<file path="config.mk">
export PLATFORM = sky130hd
export DESIGN_NAME = vmce_unit
export DESIGN_NICKNAME = d
export VERILOG_FILES = /design/src/rtl/vmce_pkg.sv /design/src/rtl/vmce_seq.sv /design/src/rtl/vmce_store.sv /design/src/rtl/vmce_unit.sv
export SDC_FILE = /design/constraint.sdc
export NUM_CORES = 1
export LEC_CHECK = 0
export BUFFER_PORTS_ARGS = -buffer_cell sky130_fd_sc_hd__buf_2
export CAP_MARGIN = 20
export CORE_AREA = 2 2 605 607
export DETAILED_ROUTE_END_ITERATION = 7
export DIE_AREA = 0 0 607 609
export SYNTH_ARGS = -nofsm -noshare
export SYNTH_HDL_FRONTEND = slang
export SYNTH_SLANG_ARGS = --single-unit
</file>
<file path="constraint.sdc">
create_clock -name clk -period 24.9 [get_ports clk]
set_input_delay 2.49 -clock clk [delete_from_list [all_inputs] [get_ports clk]]
set_output_delay 2.49 -clock clk [all_outputs]
set_load 0.03 [all_outputs]
</file>
<file path="src/rtl/vmce_pkg.sv">
package vmce_pkg;

   typedef enum logic {
      VM_PACK   = 1'b0,
      VM_UNPACK = 1'b1
   } vm_mode_e;

   function automatic int unsigned idx_bits(input int unsigned n);
      return (n > 1) ? $clog2(n) : 1;
   endfunction

   function automatic int unsigned len_bits(input int unsigned n);
      return $clog2(n + 1);
   endfunction

endpackage

</file>
<file path="src/rtl/vmce_seq.sv">
module vmce_seq
   import vmce_pkg::*;
#(
   parameter int unsigned N  = 8,
   parameter int unsigned IW = idx_bits(N),
   parameter int unsigned CW = len_bits(N)
) (
   input  logic          clk,
   input  logic          rst_n,
   input  logic          start,
   input  logic          mode_in,
   input  logic [N-1:0]  mask_in,
   output logic          load,
   output logic          busy,
   output logic          done,
   output logic          step_en,
   output logic [IW-1:0] rd_idx,
   output logic [IW-1:0] wr_idx,
   output logic [CW-1:0] count
);

   localparam logic [IW-1:0] LAST = IW'(N - 1);

   vm_mode_e      mode_q;
   logic [N-1:0]  mask_q;
   logic [IW-1:0] scan_idx;
   logic [CW-1:0] fill_ptr;
   logic [IW-1:0] fill_idx;

   assign load     = start && !busy;
   assign step_en  = busy && mask_q[scan_idx];
   assign fill_idx = IW'(fill_ptr);
   assign count    = fill_ptr;

   always_comb begin
      if (mode_q == VM_UNPACK) begin
         rd_idx = fill_idx;
         wr_idx = scan_idx;
      end else begin
         rd_idx = scan_idx;
         wr_idx = fill_idx;
      end
   end

   always_ff @(posedge clk) begin
      if (!rst_n) begin
         busy     <= 1'b0;
         done     <= 1'b0;
         mode_q   <= VM_PACK;
         mask_q   <= '0;
         scan_idx <= '0;
         fill_ptr <= '0;
      end else begin
         done <= 1'b0;
         if (load) begin
            busy     <= 1'b1;
            mode_q   <= vm_mode_e'(mode_in);
            mask_q   <= mask_in;
            scan_idx <= '0;
            fill_ptr <= '0;
         end else if (busy) begin
            if (mask_q[scan_idx]) begin
               fill_ptr <= fill_ptr + 1'b1;
            end
            if (scan_idx == LAST) begin
               busy <= 1'b0;
               done <= 1'b1;
            end else begin
               scan_idx <= scan_idx + 1'b1;
            end
         end
      end
   end

endmodule

</file>
<file path="src/rtl/vmce_store.sv">
module vmce_store
   import vmce_pkg::*;
#(
   parameter int unsigned N  = 8,
   parameter int unsigned W  = 64,
   parameter int unsigned IW = idx_bits(N)
) (
   input  logic           clk,
   input  logic           rst_n,
   input  logic           load,
   input  logic           mode_in,
   input  logic [N*W-1:0] src_in,
   input  logic [N*W-1:0] dst_in,
   input  logic           step_en,
   input  logic [IW-1:0]  rd_idx,
   input  logic [IW-1:0]  wr_idx,
   output logic [N*W-1:0] result
);

   logic [W-1:0] src_q [N];
   logic [W-1:0] res_q [N];
   logic [W-1:0] pick;

   always_comb begin
      pick = src_q[rd_idx];
   end

   for (genvar e = 0; e < N; e++) begin : g_slot
      logic hit;
      assign hit = step_en && (wr_idx == IW'(e));

      always_ff @(posedge clk) begin
         if (!rst_n) begin
            src_q[e] <= '0;
            res_q[e] <= '0;
         end else if (load) begin
            src_q[e] <= src_in[e*W +: W];
            res_q[e] <= (vm_mode_e'(mode_in) == VM_UNPACK) ? dst_in[e*W +: W] : '0;
         end else if (hit) begin
            res_q[e] <= pick;
         end
      end

      assign result[e*W +: W] = res_q[e];
   end

endmodule

</file>
<file path="src/rtl/vmce_unit.sv">
module vmce_unit
   import vmce_pkg::*;
#(
   parameter int unsigned N = 8,
   parameter int unsigned W = 64
) (
   input  logic                 clk,
   input  logic                 rst_n,
   input  logic                 start,
   input  logic                 mode,
   input  logic [N-1:0]         mask_in,
   input  logic [N*W-1:0]       src_in,
   input  logic [N*W-1:0]       dst_in,
   output logic                 busy,
   output logic                 done,
   output logic [len_bits(N)-1:0] count,
   output logic [N*W-1:0]       result
);

   localparam int unsigned IW = idx_bits(N);
   localparam int unsigned CW = len_bits(N);

   if (N < 2) begin : g_bad_n
      $error("vmce_unit: N must be at least 2");
   end
   if (W < 1) begin : g_bad_w
      $error("vmce_unit: W must be at least 1");
   end

   logic          load;
   logic          step_en;
   logic [IW-1:0] rd_idx;
   logic [IW-1:0] wr_idx;

   vmce_seq #(.N(N), .IW(IW), .CW(CW)) u_seq (
      .clk     (clk),
      .rst_n   (rst_n),
      .start   (start),
      .mode_in (mode),
      .mask_in (mask_in),
      .load    (load),
      .busy    (busy),
      .done    (done),
      .step_en (step_en),
      .rd_idx  (rd_idx),
      .wr_idx  (wr_idx),
      .count   (count)
   );

   vmce_store #(.N(N), .W(W), .IW(IW)) u_store (
      .clk     (clk),
      .rst_n   (rst_n),
      .load    (load),
      .mode_in (mode),
      .src_in  (src_in),
      .dst_in  (dst_in),
      .step_en (step_en),
      .rd_idx  (rd_idx),
      .wr_idx  (wr_idx),
      .result  (result)
   );

endmodule

</file>
# Word level (Yosys, flattened, before mapping)
# Memory sizes are Yosys's and may differ from the RTL's.
# Index checks and enable logic that the tools add are counted.
# op_classes
addsub	2
magnitude_cmp	1
eq_ne	8
n_mux	76
bitwise_logic	27
n_reduce_logical	16
# op_table
op	count
$mux 64	32
$mux 1	41
$or 1x1->1	24
$eq 3x3->1 const B	5
$logic_and 1x1->1	10
$eq 3x2->1 const B	2
$mux 3	2
$add 4x1->4 const B	1
$lt 3x4->1 const B	1
$reduce_and 2->1	2
$add 3x1->3 const B	1
$bmux 1 s3	1
$eq 3x1->1 const B	1
$logic_not 3->1	1
$not 1->1	3
$reduce_or 3->1	1
$reduce_or 2->1	1
$logic_not 1->1	1
# totals
register_bits	18
mem_bits_rw	1024
input_bits	1036
elab_cells	138
n_memories	2
# mem_list
name	words	word_bits	rd	rd_ports_with_merged_regs	write_ports	line	rtl
u_store.res_q	8	64	8	0	8	vmce_store.sv:21	logic [W-1:0] res_q [N];
u_store.src_q	8	64	1	0	8	vmce_store.sv:20	logic [W-1:0] src_q [N];

# Depth between registers and ports, before layout
# logic_depth
word_depth	9
depth_mapped	9

# Hierarchy
# A second synthesis with hierarchy kept.
# hier_totals
cells_unflattened	3352
area_unflattened_um2	45107.0
# modules_own_cells
mod	n_inst	cells_per_inst	area_per_inst_um2	seq_area_each_um2
vmce_store	1	3258	44273.7	30749.5
vmce_seq	1	94	833.3	360.3

# Worst setup path after synthesis
# Ideal clock, no wire load.
# synth_timing
path_type	input -> register
start	input port start
end	memory u_store.src_q[0][0] (enable)
t_arrival_ps	12309
t_required_ps	20803
setup_slack_ps	8494
path_stages	4
path_cell_list	nand2b_1 > and2_1 > clkbuf_1 > clkinv_1
# synth_rtl
element	line	rtl
from (decl)	vmce_unit.sv:9	input logic start,
to (decl)	vmce_store.sv:20	

==> results.md <==
| Quantity | Value |
|:---|:---|
| Period utilization | 27.4% |
| Total Wirelength | 365 mm |
| H-tree level count | 4 |
| Master of the slowest instance on the critical path | sky130_fd_sc_hd__buf_4 |
| Run status | completed |
| Class of the tightest hold or removal check | reg2reg |
| Net switching power figure | 1.62 mW |
| Root cell of the clock tree | sky130_fd_sc_hd__clkbuf_16 |
| Number of routed nets with antenna violations | 0 |
| Critical path buffer and inverter count | 6 |
| Std-Cell Core Area | 364,000 µm² |
| Global Route Usage Sum | 18.8% |
| Critical path capture point type | flop |
| Top-count cell post-synth | sky130_fd_sc_hd__edfxtp_1 |
| Clk sink count | 1,042 |
| XOR/XNOR share of the synthesized area | 0.0697% |
| Sequential share of the synthesized area | 61.9% |
| Number of warning messages in the yosys log | 0 |
| Power density of the placed cells | 74.7 nW/µm² |
| Fin Setup TNS | 0 ns |
| Share of layout cells above drive strength 1 | 40.7% |
| EDFF count, synth | 1,024 |
| Share of total power consumed by net switching | 31.5% |
| Family with the most delay on the worst path | buffers and inverters |
| Number of max-cap violations | 0 |
| Number of rows created at floorplan | 222 |
| Peak per-stage delay on the critical path | 0.91 ns |
| Cts hold-fix bufs | 0 |
| Post-synthesis adder-cell area fraction | 0.0747% |
| Met3 wirelength from detailed routing | 45.6 mm |
| Wire length of the first global-routing pass | 448 mm |
| IR Drop Worst-Case VDD | 0.0525 mV |
| TritonCTS clock tree | built |
| Synthesized area | 50,200 µm² |
| Mapped Nets | 4,779 |
| Pre-Repair DR Iteration Count | 6 |
| Final setup violation count | 0 |
| Simple-gate portion of the synthesized area | 16.2% |
| Area contributors post-synth | sky130_fd_sc_hd__edfxtp_1 (61%), sky130_fd_sc_hd__a22o_1 (8.8%), sky130_fd_sc_hd__and2_1 (6.5%) |
| Crit path required time | 25.52 ns |
| Sequential cell area | 31,100 µm² |
| Power Internal | 3.52 mW |
| Fraction of synthesized cell area taken by the top area cell type | 61.2% |
| Compound-cell area share of the yosys netlist | 18.0% |
| Port bufs | 1,553 |
| Mean cell area of the mapped netlist | 13.4 µm² |
| Vias in the first global route | 39.5k |
| Num CTS Buffers | 142 |
| Routed len/inst | 35.4 µm |
| Leakage dissipation | 26.2 nW |
| Count of boundary I/O pins | 1,554 |
| Via/cell ratio | 4.17 |
| Overall die height | 609 µm |
| Multi-input gate area | 17,500 µm² |
| Async set or reset register ratio after synthesis | 0% |
| Max-slew violation total from the final report | 0 |
| Clock Path Buffers | 4 |
| Share of synthesized area spent on multiplexers | 0.259% |
| Number of distinct library cell variants in the gate-level netlist after synthesis | 57 |
| Fmax | 146 MHz |
| Post-CTS setup buffers | 0 |
| Synth-to-layout area growth | 36.9% |
| Largest fanout on the critical path | 140 |
| Critical path cell sequence | buf_2 > inv_1 > nor2_4 > and2_4 > buf_4 > buf_12 > buf_4 > buf_4 > nand2_1 > o31ai_1 |
| Relative slew margins | 9.46% |
| Total number of vias | 43.0k |
| Total Die Area | 370,000 µm² |
| Number of standard cells after synthesis | 3,740 |
| Setup repair after global routing missed its margin | false |
| Met2 routed WL | 171 mm |
| Antenna violations before repair | 304 |
| Count of unresolved DRC violations after routing | 0 |
| Estimated wirelength of the detail-placed design | 288 mm |
| Logic gate share of total power | 17.2% |
| Synth top cells by count | sky130_fd_sc_hd__edfxtp_1 (1,024), sky130_fd_sc_hd__and2_1 (521), sky130_fd_sc_hd__a22o_1 (505) |
| Final weighted congestion in routability-driven placement | 0.901 |
| Met1 Wirelength | 124 mm |
| Crit-path most repeated cell | sky130_fd_sc_hd__buf_4 |
| Die span in x | 607 µm |
| Time the worst path needs with I/O delays and setup | 6.83 ns |
| Reg clk slew, reported paths | 0.06 ns |
| Number of nets at the end of the flow | 6,278 |
| Starting Density | 13.8% |
| Arrival time at the worst endpoint | 7.46 ns |
| Path type of the worst setup path | in2reg |
| Worst-Skew Late Latency | 0.87 ns |
| Highest signal layer in the routed design | met5 |
| Flops & latches, synth | 1,042 |
| Number of filler instances in the final layout | 39.8k |
| Clock skew after layout | 0.0884 ns |
| Hold slack final | 0.478 ns |
| Maximum number of pins on one net before global-route repair | 193 |
| Dominant combinational cell family by area after synthesis | compound AO/OA/AOI/OAI gates |
| Kind of start point of the critical path | input pin |
| Synth Flop Type | sky130_fd_sc_hd__edfxtp_1 |
| Transition time at the pin with the least slew margin | 1.36 ns |
| Clock Power Share | 41.4% |
| Cell accounting for the most synthesized area | sky130_fd_sc_hd__edfxtp_1 |
| Number of gates resized after CTS | 0 |
| Final global-route overflow total | 0 |
| Iteration-0 DRC count of the detailed router | 5,489 |
| Hold violation total from the final report | 0 |
| Portion of total power attributed to sequential cells | 41.5% |
logic make-up (layout without fill, tap and decap cells):
logic type	after synthesis	count (layout)
simple gates	1290	1290
flops	1042	1042
compound gates	990	990
buf+inv	400	2007
mux	11	11
xor+xnor	4	4
fa+ha+maj	3	3
other cells	0	141
path summary, 6_finish.rpt:
kind | start | cells past startpoint | end | slack [ns]
worst max register to register | u_seq.busy | 9 | u_store.res_q[0][190] | 19.33
worst max-delay path | rst_n | 10 | u_store.res_q[0][190] | 18.07
worst min-delay path | u_seq.mask_q[4] | 1 | u_seq.mask_q[4] | 0.48
worst min register to register | u_seq.mask_q[4] | 1 | u_seq.mask_q[4] | 0.48
power groups by stage:
stage / sequential (mW) / combinational [mW] / clock (mW)
after floorplan: 2.28 / 0.284 / 0
after global placement: 2.16 / 0.873 / 0
after detailed placement: 2.16 / 0.878 / 0
after CTS: 2.13 / 0.879 / 2.17
after global routing: 2.14 / 0.913 / 2.22
final: 2.13 / 0.882 / 2.12
registers in the layout, summed over array words and instances (netlist names):
signal	cells
u_seq.mask_q	8
u_seq.busy	1
u_store.src_q	512
u_seq.mode_q	1
u_seq.done	1
u_seq.scan_idx	3
u_store.res_q	512
u_seq.count	4
metal layers:
layer  track usage (%)  vias to the layer above
li1                  -                    17400
met1              20.3                    21400
met2              31.6                     3185
met3              8.04                      931
met4              8.98                      134
met5                 0                        -
cell usage in the layout (no fill, tap or decap), types with 57 or more instances in the layout:
| cell type | Yosys | routed |
|---|---|---|
| sky130_fd_sc_hd__a221oi_2 | 58 | 58 |
| sky130_fd_sc_hd__clkbuf_16 | 0 | 143 |
| sky130_fd_sc_hd__inv_1 | 68 | 68 |
| sky130_fd_sc_hd__buf_2 | 86 | 1553 |
| sky130_fd_sc_hd__a22o_1 | 505 | 505 |
| sky130_fd_sc_hd__nor2b_1 | 68 | 68 |
| sky130_fd_sc_hd__nand2b_1 | 68 | 67 |
| sky130_fd_sc_hd__diode_2 | 0 | 141 |
| sky130_fd_sc_hd__or2_2 | 57 | 57 |
| sky130_fd_sc_hd__or2_1 | 67 | 66 |
| sky130_fd_sc_hd__nor3_1 | 127 | 124 |
| sky130_fd_sc_hd__buf_4 | 15 | 127 |
| sky130_fd_sc_hd__edfxtp_1 | 1024 | 1024 |
| sky130_fd_sc_hd__o22ai_1 | 127 | 127 |
| sky130_fd_sc_hd__o21ai_0 | 65 | 65 |
| sky130_fd_sc_hd__nor2_1 | 267 | 266 |
| sky130_fd_sc_hd__and2_1 | 521 | 513 |
| sky130_fd_sc_hd__nor4_4 | 64 | 64 |
| sky130_fd_sc_hd__a21oi_1 | 128 | 128 |
final cells by class:
cell class | count | area share (%)
sequential | 1042 | 45.3
multi-input combinational | 2298 | 25.5
timing repair buffer | 1685 | 12.8
tap | 4816 | 8.76
clock buffer | 160 | 5.30
clock inverter | 92 | 1.46
antenna | 141 | 0.513
inverter | 70 | 0.393
through the flow:
stage                     worst slack (ns)  std cells  total power, mW  area [µm²]  utilization, %
after detailed placement             17.34       9909             3.04       63700            17.5
after global routing                 17.93      10200             5.27       68600            18.8
after floorplan                       8.49       3740             2.56       50200               -
after global placement               17.33       9905             3.04       63700            17.5
after CTS                            18.27      10200             5.18       68400            18.8
final                                18.07      10300             5.14       68800            18.9
Note: power is estimated with default switching activity, not from simulation.
